`src/rtl/rxq_pkg.sv`:
```
`timescale 1ns/1ps
package rxq_pkg;
  // What the store does on an edge
  typedef enum logic [1:0] {
    OP_IDLE = 2'b00,
    OP_POP  = 2'b01,
    OP_PUSH = 2'b10,
    OP_BOTH = 2'b11
  } rxq_op_e;
endpackage

```
`src/rtl/rxq_store.sv`:
```
`timescale 1ns/1ps
module rxq_store
  import rxq_pkg::*;
#(
  parameter int DATA_W = 16,
  parameter int DEPTH  = 4,
  localparam int PTR_W = (DEPTH > 1) ? $clog2(DEPTH) : 1,
  localparam int CNT_W = $clog2(DEPTH + 1)
) (
  input  logic              clk,
  input  logic              rst_n,
  input  logic              clr,
  input  logic              push_req,
  input  logic              pop_req,
  input  logic [DATA_W-1:0] din,
  output logic [DATA_W-1:0] dout,
  output logic [CNT_W-1:0]  count,
  output logic              ovf_evt
);

  logic [PTR_W-1:0]  wp_q, wp_n, rp_q, rp_n;
  logic [CNT_W-1:0]  cnt_q, cnt_n;
  logic [DATA_W-1:0] dout_q, dout_n;
  logic              empty, full, push_ok, pop_ok;
  rxq_op_e           op;
  logic [DATA_W-1:0] ent_w [DEPTH];

  always_comb begin
    empty   = (cnt_q == '0);
    full    = (cnt_q == CNT_W'(DEPTH));
    pop_ok  = pop_req && !clr && !empty;
    push_ok = push_req && !clr && (!full || pop_ok);
    ovf_evt = push_req && !clr && full && !pop_ok;
    op      = rxq_op_e'({push_ok, pop_ok});
  end

  // Entry storage, one register per slot, no reset
  for (genvar g = 0; g < DEPTH; g++) begin : g_ent
    logic [DATA_W-1:0] ent_q;
    logic              ent_en;
    assign ent_en = push_ok && (wp_q == PTR_W'(g));
    always_ff @(posedge clk) begin
      if (ent_en) ent_q <= din;
    end
    assign ent_w[g] = ent_q;
  end

  function automatic logic [PTR_W-1:0] ptr_inc(input logic [PTR_W-1:0] p);
    return (p == PTR_W'(DEPTH - 1)) ? '0 : p + 1'b1;
  endfunction

  always_comb begin
    wp_n   = wp_q;
    rp_n   = rp_q;
    cnt_n  = cnt_q;
    dout_n = dout_q;
    case (op)
      OP_PUSH: begin
        wp_n  = ptr_inc(wp_q);
        cnt_n = cnt_q + 1'b1;
      end
      OP_POP: begin
        rp_n   = ptr_inc(rp_q);
        cnt_n  = cnt_q - 1'b1;
        dout_n = ent_w[rp_q];
      end
      OP_BOTH: begin
        wp_n   = ptr_inc(wp_q);
        rp_n   = ptr_inc(rp_q);
        dout_n = ent_w[rp_q];
      end
      default: ;
    endcase
    if (clr) begin
      wp_n  = '0;
      rp_n  = '0;
      cnt_n = '0;
    end
  end

  always_ff @(posedge clk or negedge rst_n) begin
    if (!rst_n) begin
      wp_q   <= '0;
      rp_q   <= '0;
      cnt_q  <= '0;
      dout_q <= '0;
    end else begin
      wp_q   <= wp_n;
      rp_q   <= rp_n;
      cnt_q  <= cnt_n;
      dout_q <= dout_n;
    end
  end

  assign dout  = dout_q;
  assign count = cnt_q;

  p_cnt_max_r2: assert property (@(posedge clk) disable iff (!rst_n)
    cnt_q <= CNT_W'(DEPTH));
  p_clr_empty_r8: assert property (@(posedge clk) disable iff (!rst_n)
    clr |=> (cnt_q == '0));
  p_empty_rd_r4: assert property (@(posedge clk) disable iff (!rst_n)
    (pop_req && empty && !clr) |=> $stable(dout_q));

endmodule

```
`src/rtl/rxq_flags.sv`:
```
`timescale 1ns/1ps
module rxq_flags #(
  parameter int LVL_W = 5,
  parameter int CNT_W = 3
) (
  input  logic             clk,
  input  logic             rst_n,
  input  logic             lvl_wr,
  input  logic [LVL_W-1:0] lvl_in,
  input  logic             ovf_set,
  input  logic             ovf_clr,
  input  logic             rx_err,
  input  logic [CNT_W-1:0] count,
  output logic [LVL_W-1:0] level,
  output logic             ovf,
  output logic             irq
);

  logic [LVL_W-1:0] lvl_q, lvl_n;
  logic             ovf_q, ovf_n;
  logic             at_level;

  always_comb begin
    lvl_n = lvl_wr ? lvl_in : lvl_q;
    if (ovf_set)      ovf_n = 1'b1;
    else if (ovf_clr) ovf_n = 1'b0;
    else              ovf_n = ovf_q;
    at_level = (LVL_W'(count) >= lvl_q);
    irq      = at_level || rx_err || ovf_q;
  end

  always_ff @(posedge clk or negedge rst_n) begin
    if (!rst_n) begin
      lvl_q <= '1;
      ovf_q <= 1'b0;
    end else begin
      lvl_q <= lvl_n;
      ovf_q <= ovf_n;
    end
  end

  assign level = lvl_q;
  assign ovf   = ovf_q;

  p_ovf_sticky_r6: assert property (@(posedge clk) disable iff (!rst_n)
    (ovf_q && !ovf_clr) |=> ovf_q);
  p_lvl_hold_r11: assert property (@(posedge clk) disable iff (!rst_n)
    !lvl_wr |=> $stable(lvl_q));

endmodule

```
`src/rtl/rx_word_queue.sv`:
```
`timescale 1ns/1ps
module rx_word_queue #(
  parameter int DATA_W = 16,
  parameter int DEPTH  = 4,
  parameter int LVL_W  = 5,
  localparam int CNT_W = $clog2(DEPTH + 1)
) (
  input  logic              clk,
  input  logic              rst_n,
  input  logic              wr_stb,
  input  logic [DATA_W-1:0] wr_data,
  input  logic              rd_stb,
  input  logic              q_clr,
  input  logic              lvl_wr,
  input  logic [LVL_W-1:0]  lvl_in,
  input  logic              ovf_clr,
  input  logic              rx_err,
  output logic [DATA_W-1:0] rd_data,
  output logic [CNT_W-1:0]  fill_cnt,
  output logic              ovf_flag,
  output logic              irq
);

  // Reset: asserted at once, released on the second edge
  logic [1:0] rs_q;
  logic       rst_s_n;
  always_ff @(posedge clk or negedge rst_n) begin
    if (!rst_n) rs_q <= 2'b00;
    else        rs_q <= {rs_q[0], 1'b1};
  end
  assign rst_s_n = rs_q[1];

  logic             ovf_evt;
  logic [LVL_W-1:0] level;

  rxq_store #(.DATA_W(DATA_W), .DEPTH(DEPTH)) u_store (
    .clk      (clk),
    .rst_n    (rst_s_n),
    .clr      (q_clr),
    .push_req (wr_stb),
    .pop_req  (rd_stb),
    .din      (wr_data),
    .dout     (rd_data),
    .count    (fill_cnt),
    .ovf_evt  (ovf_evt)
  );

  rxq_flags #(.LVL_W(LVL_W), .CNT_W(CNT_W)) u_flags (
    .clk     (clk),
    .rst_n   (rst_s_n),
    .lvl_wr  (lvl_wr),
    .lvl_in  (lvl_in),
    .ovf_set (ovf_evt),
    .ovf_clr (ovf_clr),
    .rx_err  (rx_err),
    .count   (fill_cnt),
    .level   (level),
    .ovf     (ovf_flag),
    .irq     (irq)
  );

  p_ovf_set_r5: assert property (@(posedge clk) disable iff (!rst_s_n)
    (wr_stb && !rd_stb && !q_clr && fill_cnt == CNT_W'(DEPTH))
      |=> (ovf_flag && fill_cnt == CNT_W'(DEPTH)));
  p_full_both_r7: assert property (@(posedge clk) disable iff (!rst_s_n)
    (wr_stb && rd_stb && !q_clr && !ovf_flag && fill_cnt == CNT_W'(DEPTH))
      |=> (!ovf_flag && fill_cnt == CNT_W'(DEPTH)));
  p_irq_lvl_r9: assert property (@(posedge clk) disable iff (!rst_s_n)
    (LVL_W'(fill_cnt) >= level) |-> irq);
  p_irq_src_r10: assert property (@(posedge clk) disable iff (!rst_s_n)
    (rx_err || ovf_flag) |-> irq);

endmodule

```
`config.mk`:
```
export PLATFORM = sky130hd
export DESIGN_NAME = rx_word_queue
export DESIGN_NICKNAME = d
export VERILOG_FILES = /design/src/rtl/rxq_pkg.sv /design/src/rtl/rxq_store.sv /design/src/rtl/rxq_flags.sv /design/src/rtl/rx_word_queue.sv
export SDC_FILE = /design/constraint.sdc
export NUM_CORES = 1
export LEC_CHECK = 0
export ABC_AREA = 1
export BUFFER_PORTS_ARGS = -buffer_cell sky130_fd_sc_hd__buf_4
export CORE_MARGIN = 2
export CORE_UTILIZATION = 61
export DETAILED_ROUTE_END_ITERATION = 8
export HOLD_SLACK_MARGIN = 0.03
export PLACE_DENSITY_LB_ADDON = 0.15
export SLEW_MARGIN = 0
export SYNTH_ARGS = -nofsm -noshare
export SYNTH_HDL_FRONTEND = slang
export SYNTH_SLANG_ARGS = --single-unit
export TNS_END_PERCENT = 20
```
`constraint.sdc`:
```
create_clock -name clk -period 3.89 [get_ports clk]
set_input_delay 0.778 -clock clk [delete_from_list [all_inputs] [get_ports clk]]
set_output_delay 0.778 -clock clk [all_outputs]
set_load 0.02 [all_outputs]
```
=== Word level (Yosys, flattened, before mapping) ===
Cells that the tools add are included.

* Input bits: 29
* Logic and storage cells: 64
* Bits in registers: 95
* Output and inout port bits: 21

* Add/subtract/negate cells: 4
* Bitwise logic cells: 1
* Mux-type cells: 13
* Reduce and logical (&&, ||, !) cells: 25
* Eq/ne operators: 8
* Magnitude comparators: 2

{| class="wikitable"
|+ Operator list
! cell !! number
|-
| 16-bit binary-select mux with 2-bit select || 1
|-
| 16-bit 2-to-1 mux || 2
|-
| 2-bit 2-to-1 mux || 6
|-
| 2-bit equality test, second input constant || 5
|-
| 1-bit logical AND || 10
|-
| 3-bit case mux with 2 select lines || 1
|-
| 2-bit nonzero test || 3
|-
| 3-bit by 5-bit >= comparator with 1-bit output || 1
|-
| 2-bit by 1-bit adder with 2-bit output, second input constant || 2
|-
| 2-bit by 1-bit equality test with 1-bit output, second input constant || 2
|-
| 1-bit zero test || 4
|-
| 2-bit OR reduction || 2
|-
| 3-bit by 1-bit adder with 3-bit output, second input constant || 1
|-
| 3-bit equality test, second input constant || 1
|-
| 3-bit >= comparator, second input constant || 1
|-
| 3-bit zero test || 1
|-
| 1-bit logical OR || 3
|-
| 3-bit 2-to-1 mux || 1
|-
| 2-bit inverter with 3-bit output || 1
|-
| 3-bit nonzero test || 1
|-
| 3-bit by 1-bit subtractor with 3-bit output, second input constant || 1
|-
| 2-bit zero test || 1
|-
| 1-bit 2-to-1 mux || 2
|}

=== Logic depth before layout (Yosys ltp) ===
Gate-level depths: netlist of the first run.

* Word-level depth: 9
* Gate-level depth with buffers: 13
* Depth with buffers taken out: 13

=== Cells and area by module ===
A second synthesis of the first run with hierarchy kept.

* Cell total of the unflattened synthesis: 330
* Area, all modules: 3849.9 µm²

{| class="wikitable"
|+ Modules (own cells, without submodules)
! module !! area each (µm²) !! instances !! sequential area each (µm²) !! cells each
|-
| rxq_store || 3463.3 || 1 || 2497.4 || 294
|-
| rxq_flags || 332.8 || 1 || 156.4 || 33
|-
| rx_word_queue || 53.8 || 1 || 50.0 || 3
|}

=== Least setup slack after synthesis of the first run ===
OpenSTA, ideal clock, no wires.

* Path type: input-to-reg
* From: in rd_stb
* To: reg u_store.g_ent[0].ent_q[0], enable pin
* Arrival time: 1.899 ns
* Required time: 3.501 ns
* Stages: 6
* Path buffers: 0
* Library setup time: 0.389 ns
* Setup slack: 1.602 ns
* Path through: inv_1 > nor2_4 > nand2_4 > nand2_1 > nand2_2 > nor2_1

* Longest elaborated chain between the ends: 5

{| class="wikitable"
|+ RTL lines
! item !! line !! text
|-
| start: declaration || rx_word_queue.sv:12 || <nowiki>input logic rd_stb,</nowiki>
|-
| 1-bit logical AND (2 in a row) || rxq_store.sv:31 || <nowiki>pop_ok = pop_req && !clr && !empty;</nowiki>
|-
| 1-bit logical OR || rxq_store.sv:32 || <nowiki>push_ok = push_req && !clr && (!full || pop_ok);</nowiki>
|-
| 1-bit logical AND || rxq_store.sv:32 ||
|-
| 1-bit logical AND || rxq_store.sv:41 || <nowiki>assign ent_en = push_ok && (wp_q == PTR_W'(g));</nowiki>
|-
| via u_store.g_ent[0].ent_en || rxq_store.sv:40 || <nowiki>logic ent_en;</nowiki>
|-
| end signal: assignment || rxq_store.sv:43 || <nowiki>if (ent_en) ent_q <= din;</nowiki>
|-
| end: declaration || rxq_store.sv:39 || <nowiki>logic [DATA_W-1:0] ent_q;</nowiki>
|}

The timed path passes the listed nets, and every way through them passes these cells.
A chain may end at the register's enable or synchronous reset.

=== Worst setup path after layout of the first run ===
* From: reg u_store.cnt_q[0] (netlist: u_store.count[0])
* To: out irq

* Longest elaborated chain between the ends: 3

{| class="wikitable"
|+ RTL lines
! item !! line !! text
|-
| start: declaration || rxq_store.sv:22 || <nowiki>logic [CNT_W-1:0] cnt_q, cnt_n;</nowiki>
|-
| start signal: assignment || rxq_store.sv:90 || <nowiki>cnt_q <= cnt_n;</nowiki>
|-
| 3-bit by 5-bit >= comparator with 1-bit output || rxq_flags.sv:28 || <nowiki>at_level = (LVL_W'(count) >= lvl_q);</nowiki>
|-
| 1-bit logical OR (2 in a row) || rxq_flags.sv:29 || <nowiki>irq = at_level || rx_err || ovf_q;</nowiki>
|-
| end: declaration || rx_word_queue.sv:21 || <nowiki>output logic irq</nowiki>
|}

No other way between the ends.

==> results.toml, run 1 <==
[worst_setup_path]
critPathKind = "reg -> out"
crit_family = "flip-flops"
critPathBufInv = 2
cp_data_required_time_ns = 3.11
max_stage_delay_ns = 0.46
end_kind = "primary output"
path_max_fanout = 5
cp.arrival_ns = 1.79
r2r_slack_ns = 1.94
cp_slowest_cell = "dfrtp_1"
path_common_cell = "o21ai_0"
crit_chain = "inv_1 -> ha_1 -> o21ai_0 -> a21boi_0 -> o21ai_0 -> nand2_1 -> buf_4"
worst_setup_path_start_kind = "flip-flop"

[cts]
path_clk_slew_ns = 0.09
clock-sinks = 95
cts_buffers = 9
cts_tree = "done"
clk_path_buf_depth = 2
cts.hold.buffers_added = 0
cts_resized = 0
cts-htree-levels = 3
post_cts_buffers = 0
ctsRootBufferMaster = "clkbuf_8"
clock_latency_ns = 0.35

[timing]
layout_min_cycle_time_ns = 2.569
rsz0062_at_grt = "no"
fin_ws_ns = 1.321
hold_viol = 0
worst_pin_slew_ns = 0.7295
max_freq_mhz = 389.3
slew_headroom_pct = 51.37
slew_viol_final = 0
tns_ns = 0
finalClockSkew_ns = 0.008679
hold_slack_ns = 0.1931
fin_crit_sh_pct = 66.04
setup-violations-final = 0

[global_routing]
antenna_found_initial = 0
grt_pass1_wl_um = 11120
grt.overflow.total = 0
grt_pass1_vias = 2369
grt_max_degree = 36
grt_usage_pct = 20.93

[route]
wirelength_um = 6782
vias = 2399
routed_via_density = 5.204
ant_nets = 0
drc_errors = 0
first_pass_iters = 4
initialDrtViolationCount = 108
avgRoutedWirePerCell_um = 14.71

[placed_design]
dp_cells = 445
numPortBuffers = 49
dp_slack_ns = 1.618
gp_congestion = 0.8262
place_hpwl_um = 4114

[finish]
area_growth_pct = 16.35
final_nets = 419
mostFrequentLayoutCell = "nor2_1"
stdcell_count = 461
n_antenna_cell = 0
final_cell_mix = "nor2_1 (87), edfxtp_1 (64), buf_4 (55), o21ai_0 (36), dfrtp_1 (26)"
drive_gt1_share_pct = 23.83
final_core_util_pct = 74.48

[die]
core_area_um2 = 6026
io_pins = 50
fp.dieH_um = 83.52
dieWidth_um = 83.52
rows = 28
die_area_um2 = 6976
initial_core_util_pct = 64.02

[power]
power.leakage_nw = 1.831
pwr-share-clk_pct = 25.4
p_int_w = 0.001769
seqPwrFrac_pct = 52.9
p_comb_share_pct = 21.7
p_switching_w = 0.0007291
power.density_nw_per_um2 = 556.6
sw_frac_of_total_pct = 29.19
ir_drop_mv = 0.4807

[synthesis]
yosysSeqAreaShare_pct = 70.09
ys_ff_latch = 95
yosysWarnings = 0
netlist_area_um2 = 3857
synth.distinct_cells = 28
syn-instance-count = 329
syn_nets = 367
avgSynthCellArea_um2 = 11.72

[run]
maxCapViolations = 0

[hold_path]
worstHoldPathType = "in -> async"

[outcome]
status = "finished clean"
==> flip-flops by register name, summed over array words and instances, names as in the netlist <==
name / flops
rs_q: 2
u_flags.level: 5
u_flags.ovf: 1
u_store.count: 3
u_store.dout: 16
u_store.g_ent.ent_q: 64
u_store.rp_q: 2
u_store.wp_q: 2
==> kinds of logic after synthesis <==
logic type / share of synthesized area (%)
fa+ha+maj: 3.114
simple gates: 13.17
mux: 0.8757
compound gates: 8.466
buf+inv: 4.184
other cells: 0.09721
flops: 70.09
==> power groups by stage <==
| stage | clock network (W) | logic [W] | registers (W) |
|---|---|---|---|
| final | 0.000634 | 0.000543 | 0.00132 |
| after global routing | 0.000686 | 0.000598 | 0.00134 |
| after CTS | 0.000650 | 0.000549 | 0.00132 |
| after detailed placement | 0 | 0.000545 | 0.00134 |
| after global placement | 0 | 0.000531 | 0.00134 |
| after floorplan | 0 | 0.000217 | 0.00143 |
==> area by class of cell <==
type                    count  area [um2]
clock buffers              10       127.6
clock inverters             6       67.56
fillers                   384        1538
inverters                  24       90.09
multi-input cells         196       992.2
flip-flops and latches     95        2704
well taps                  75       93.84
repair buffers             55       412.9
==> metal layers <==
metal  track usage [%]  part of all wire, %  vias to the layer above
met5                 0                    0                        -
met4             7.331                  1.1                        0
met3             6.429                  6.8                        6
met2             37.10                   51                       71
met1             24.17                   41                     1108
li1                  -                    -                     1214
==> path summary, 6_finish.rpt <==
| path | depth (start not counted) | startpoint | to |
|---|---|---|---|
| max | 7 | u_store.count[0] | irq |
| min | 1 | rst_n | rs_q[1] |
| max reg2reg | 12 | u_store.count[0] | u_store.count[2] |
| min reg2reg | 0 | rs_q[1] | u_store.wp_q[0] |
| max in group asynchronous | 1 | rs_q[1] | u_flags.level[4] |
| min in group clk | 0 | rs_q[0] | rs_q[1] |
==> synth_stat cells (all sizes together) <==
library cell | instances | area, um2
nor2 | 90 | 350.3
edfxtp | 64 | 1922
o21ai | 40 | 200.2
dfrtp | 26 | 650.6
nand2 | 25 | 106.4
inv | 23 | 86.33
a31oi | 16 | 100.1
buf | 9 | 52.55
ha | 8 | 100.1
nand3 | 7 | 45.04
clkbuf | 5 | 18.77
dfstp | 5 | 131.4
a21oi | 3 | 18.77
mux2 | 3 | 33.78
a21boi | 1 | 7.510
clkinv | 1 | 3.750
conb | 1 | 3.750
fa | 1 | 20.02
or2 | 1 | 6.260
==> metrics by stage <==
| step | power [W] | instance area (um2) |
|---|---|---|
| global placement | 0.001870 | 4293 |
| detailed placement | 0.001887 | 4293 |
| global route | 0.002624 | 4488 |
| finish | 0.002498 | 4488 |
| CTS | 0.002521 | 4488 |
| floorplan | 0.001649 | 3857 |
No activity file was read; power rests on OpenSTA's default activity.
==> run 2, diff against run 1 <==
--- a/config.mk
+++ b/config.mk
@@ -8,7 +8,7 @@
 export ABC_AREA = 1
 export BUFFER_PORTS_ARGS = -buffer_cell sky130_fd_sc_hd__buf_4
 export CORE_MARGIN = 2
-export CORE_UTILIZATION = 61
+export CORE_UTILIZATION = 57
 export DETAILED_ROUTE_END_ITERATION = 8
 export HOLD_SLACK_MARGIN = 0.03
 export PLACE_DENSITY_LB_ADDON = 0.15
==> constraint.sdc (replaced) <==
create_clock -name clk -period 2.4 [get_ports clk]
set_input_delay 0.48 -clock clk [delete_from_list [all_inputs] [get_ports clk]]
set_output_delay 0.48 -clock clk [all_outputs]
set_load 0.02 [all_outputs]
==> run 2 against run 1 <==
- worst hold slack better by 0.067 ns
- clock power is 51% higher
- non-clock buffer count is 2 higher
- utilization is 4.9 points lower
- sequential share of layout area is 0.090 points lower
- total power is 59% higher
- largest cell class unchanged
- sequential power is 62% higher
- design area is 0.20% higher
- sequential cell count stayed put
- clock skew hardly changed
- die area is 6.7% higher
- register-to-register slack worse by 1.5 ns
==> results.toml, run 2 (synthesized netlist as in run 1, its figures left out) <==
[outcome]
status = "finished clean"

[finish]
area_growth_pct = 16.57
final_nets = 421
num-fill-cells = 474
mostFrequentLayoutCell = "nor2_1"
final_area_um2 = 4497
final_cell_mix = "nor2_1 (87), edfxtp_1 (64), buf_4 (56), o21ai_0 (36), dfrtp_1 (25)"
regMostFlops = "u_store.g_ent.ent_q"
drive_gt1_share_pct = 24.74
final_core_util_pct = 69.62
n_antenna_cell = 0
largest_reg_flops = 64

[power]
p_comb_share_pct = 22.2
seqPwrFrac_pct = 53.8
power.leakage_nw = 1.835
report.power.total_w = 0.003975
pwr-share-clk_pct = 24.1
p_int_w = 0.002786
ir_drop_mv = 0.5493
p_switching_w = 0.001189
power.density_nw_per_um2 = 884.1
sw_frac_of_total_pct = 29.92

[die]
initial_core_util_pct = 59.72
die_area_um2 = 7442
io_pins = 50
dieWidth_um = 86.27
rows = 29
fp.dieH_um = 86.27
core_area_um2 = 6459

[cts]
ctsRootBufferMaster = "clkbuf_8"
clk_path_buf_depth = 2
path_clk_slew_ns = 0.09
cts_tree = "done"
clock-sinks = 95
cts-htree-levels = 3
post_cts_buffers = 0
cts_buffers = 9
clock_latency_ns = 0.35

[timing]
finalClockSkew_ns = 0.008524
layout_min_cycle_time_ns = 2.221
slew_viol_final = 0
tns_ns = 0
fin_crit_sh_pct = 92.52
max_freq_mhz = 450.3
rsz0062_at_grt = "no"
hold_viol = 0
setup-violations-final = 0
worst_pin_slew_ns = 0.5849
fin_ws_ns = 0.1794
slew_headroom_pct = 60.95

[placed_design]
gp_congestion = 0.8355
dp_slack_ns = 0.3879
numPortBuffers = 49
place_hpwl_um = 4417
place_area_um2 = 4303

[route]
routed_via_density = 5.318
ant_nets = 0
avgRoutedWirePerCell_um = 15.06
vias = 2473
drc_errors = 0
initialDrtViolationCount = 208
wirelength_um = 7005
first_pass_iters = 4

[global_routing]
grt.overflow.total = 0
grt_usage_pct = 20.58
antenna_found_initial = 0
grt_pass1_wl_um = 11590
grt_max_degree = 35
grt_pass1_vias = 2528

[worst_setup_path]
end_kind = "primary output"
critPathBufInv = 2
worst_setup_path_start_kind = "flip-flop"
path_max_fanout = 5
path_common_cell = "o21ai_0"
crit_family = "flip-flops"
cp.arrival_ns = 1.74
cp_data_required_time_ns = 1.92
cp_slowest_cell = "dfrtp_2"
crit_chain = "inv_1 -> ha_1 -> o21ai_0 -> a21boi_0 -> o21ai_0 -> nand2_1 -> buf_4"
critPathKind = "reg -> out"
max_stage_delay_ns = 0.43

[run]
maxCapViolations = 0

[hold_path]
worstHoldPathType = "reg -> async"
==> run 2: what timing repair did <==
| action | 4_1_cts | 5_1_grt |
|---|---|---|
| hold endpoints to repair | 2 | 0 |
| setup endpoints to repair | 0 | 1 |
| gates resized for setup | 0 | 1 |
| hold buffers | 1 | 0 |
==> run 2: power by group through the flow <==
stage | clock [W] | sequential (W) | combinational (W)
2_1_floorplan | 0 | 0.00232 | 0.000352
3_3_place_gp | 0 | 0.00216 | 0.000874
3_5_place_dp | 0 | 0.00217 | 0.000893
4_1_cts | 0.000974 | 0.00214 | 0.000896
5_1_grt | 0.00105 | 0.00216 | 0.000981
6_report | 0.000956 | 0.00214 | 0.000881
==> run 2: routing by layer <==
metal / up-vias / share of wire (%) / track usage, %
li1: 1220 / - / -
met5: - / 0 / 0
met4: 0 / 1.4 / 8.807
met3: 10 / 3.6 / 3.238
met2: 53 / 51 / 35.87
met1: 1190 / 44 / 25.69
==> run 2: cell type report <==
cell class                      count  area (um2)  share of cell area, %
Clock inverter                      6       45.04                  1.002
Clock buffer                       10       137.6                  3.061
Tap cell                           77       96.34                  2.142
Multi-Input combinational cell    196       992.2                  22.06
Sequential cell                    95        2705                  60.16
Inverter                           24       90.09                  2.003
Timing Repair Buffer               57       430.4                  9.572
==> run 2: final timing paths <==
path,startpoint,end,slack (ns),cells past startpoint
min,rs_q[1],u_store.wp_q[1],0.26,1
max,u_store.count[0],irq,0.18,7
min reg2reg,rs_q[1],u_store.wp_q[1],0.26,1
max in group asynchronous,rs_q[1],u_flags.level[2],1.81,1
max reg2reg,u_store.count[1],u_store.count[2],0.41,12
min in group clk,ovf_clr,u_flags.ovf,0.30,2
==> run 2: stage by stage <==
stage | hold WS [ns] | cells
global placement | 0.2627 | 448
detailed placement | 0.2643 | 448
global route | 0.3085 | 465
floorplan | 0.1844 | 329
finish | 0.2603 | 465
CTS | 0.2860 | 465
==> run 3, diff against run 2 <==
--- a/config.mk
+++ b/config.mk
@@ -8,7 +8,7 @@
 export ABC_AREA = 1
 export BUFFER_PORTS_ARGS = -buffer_cell sky130_fd_sc_hd__buf_4
 export CORE_MARGIN = 2
-export CORE_UTILIZATION = 57
+export CORE_UTILIZATION = 61
 export DETAILED_ROUTE_END_ITERATION = 8
 export HOLD_SLACK_MARGIN = 0.03
 export PLACE_DENSITY_LB_ADDON = 0.15
==> constraint.sdc (replaced) <==
create_clock -name clk -period 2.8 [get_ports clk]
set_input_delay 0.56 -clock clk [delete_from_list [all_inputs] [get_ports clk]]
set_output_delay 0.56 -clock clk [all_outputs]
set_load 0.02 [all_outputs]
==> run 3 against run 2 <==
- critical endpoint unchanged
- die area shrank 6.3%
- cell count is 0.43% lower
- combinational power down 15%
- sequential share of layout area is 0.073 points higher
- critical path type unchanged
- utilization up 4.9 points
- via count fell by 0.85%
==> results.toml, run 3 (synthesized netlist as in run 1, its figures left out) <==
[finish]
largest_reg_flops = 64
final_nets = 421
mostFrequentLayoutCell = "nor2_1"
num-fill-cells = 407
area_growth_pct = 16.38
final_cell_mix = "nor2_1 (87), edfxtp_1 (64), buf_4 (56), o21ai_0 (36), dfrtp_1 (26)"
regMostFlops = "u_store.g_ent.ent_q"
n_antenna_cell = 0
drive_gt1_share_pct = 24.23
stdcell_count = 463

[global_routing]
antenna_found_initial = 0
grt_pass1_wl_um = 10980
grt_max_degree = 35
grt_pass1_vias = 2416
grt.overflow.total = 0
grt_usage_pct = 20.54

[placed_design]
numPortBuffers = 49
place_hpwl_um = 4115
gp_congestion = 0.8155
dp_cells = 446

[timing]
slew_headroom_pct = 60.58
slew_viol_final = 0
rsz0062_at_grt = "no"
max_freq_mhz = 421.1
hold_viol = 0
fin_crit_sh_pct = 84.82
finalClockSkew_ns = 0.004729
setup-violations-final = 0
worst_pin_slew_ns = 0.5905
layout_min_cycle_time_ns = 2.375
tns_ns = 0

[die]
rows = 28
dieWidth_um = 83.52
die_area_um2 = 6976
io_pins = 50
fp.dieH_um = 83.52
initial_core_util_pct = 64.02
core_area_um2 = 6026

[cts]
ctsRootBufferMaster = "clkbuf_8"
path_clk_slew_ns = 0.09
clock_latency_ns = 0.35
cts_buffers = 9
cts_tree = "done"
cts-htree-levels = 3
post_cts_buffers = 0
clock-sinks = 95
clk_path_buf_depth = 2

[route]
routed_via_density = 5.296
vias = 2452
drc_errors = 0
wirelength_um = 6597
initialDrtViolationCount = 117
first_pass_iters = 4
avgRoutedWirePerCell_um = 14.25
ant_nets = 0

[worst_setup_path]
critPathKind = "reg -> out"
path_max_fanout = 5
cp.arrival_ns = 1.82
end_kind = "primary output"
r2r_cells = 12
worst_setup_path_start_kind = "flip-flop"
worst_r2r_startpoint = "u_store.count[0]"
r2r_slack_ns = 0.85
r2r_end = "u_store.count[2]"
cp_data_required_time_ns = 2.24

[power]
power.density_nw_per_um2 = 754.5
power.leakage_nw = 1.822
ir_drop_mv = 0.4838
report.power.total_w = 0.003387

[hold_path]
worstHoldPathType = "reg -> async"

[outcome]
status = "finished clean"

[run]
maxCapViolations = 0
## run 3: how the worst max path moves through the flow
stage                                 from                   endpoint  slack (ns)  cells past startpoint
final                     u_store.count[0]                        irq        0.42                      7
after global routing      u_store.count[0]                        irq        0.23                      7
after CTS                 u_store.count[0]                        irq        0.39                      7
after detailed placement            rd_stb           u_store.count[2]        0.74                     13
after global placement              rd_stb           u_store.count[2]        0.78                     13
after floorplan                     rd_stb  u_store.g_ent[0].ent_q[0]        0.73                      6
## run 3: what timing repair did
action | 4_1_cts | 5_1_grt
hold buffers | 1 | 0
gates resized for setup | 0 | 0
hold endpoints to repair | 2 | 0
setup endpoints to repair | 0 | 0
## run 3: report_power, final
| part | switching [W] | internal (W) |
|---|---|---|
| sequential | 0.000107 | 0.00173 |
| combinational | 0.000442 | 0.000310 |
| clock | 0.000467 | 0.000335 |
| total | 0.00102 | 0.00237 |
## run 3: area by class of cell
class | count | area [um2] | share of cell area [%]
inverters | 24 | 90.09 | 2.007
multi-input cells | 196 | 992.2 | 22.10
well taps | 75 | 93.84 | 2.090
flip-flops and latches | 95 | 2704 | 60.23
clock inverters | 6 | 51.30 | 1.143
repair buffers | 57 | 430.4 | 9.588
clock buffers | 10 | 127.6 | 2.843
## run 3: per-stage QoR
stage	area [um2]	worst slack (ns)	utilization [%]	hold WS (ns)
CTS	4489	0.3930	74.50	0.2707
floorplan	3857	0.7300	-	0.2644
detailed placement	4300	0.7425	71.37	0.2688
global placement	4300	0.7840	71.37	0.2750
finish	4489	0.4250	74.50	0.2534
global route	4489	0.2321	74.50	0.3203
## run 3: per-layer routing
layer	vias to the layer above	wire length (um)	GRT usage [%]
li1	1220	-	-
met1	1159	2873	24.60
met2	60	3285	35.26
met3	13	315	5.242
met4	0	123	9.238
met5	-	0	0
## run 3: worst max-delay path, stage by stage, from the launching register on
cell	delay, ns
dfrtp_1	0.47
inv_1	0.09
ha_1	0.29
o21ai_0	0.17
a21boi_0	0.10
o21ai_0	0.15
nand2_1	0.06
buf_4	0.15
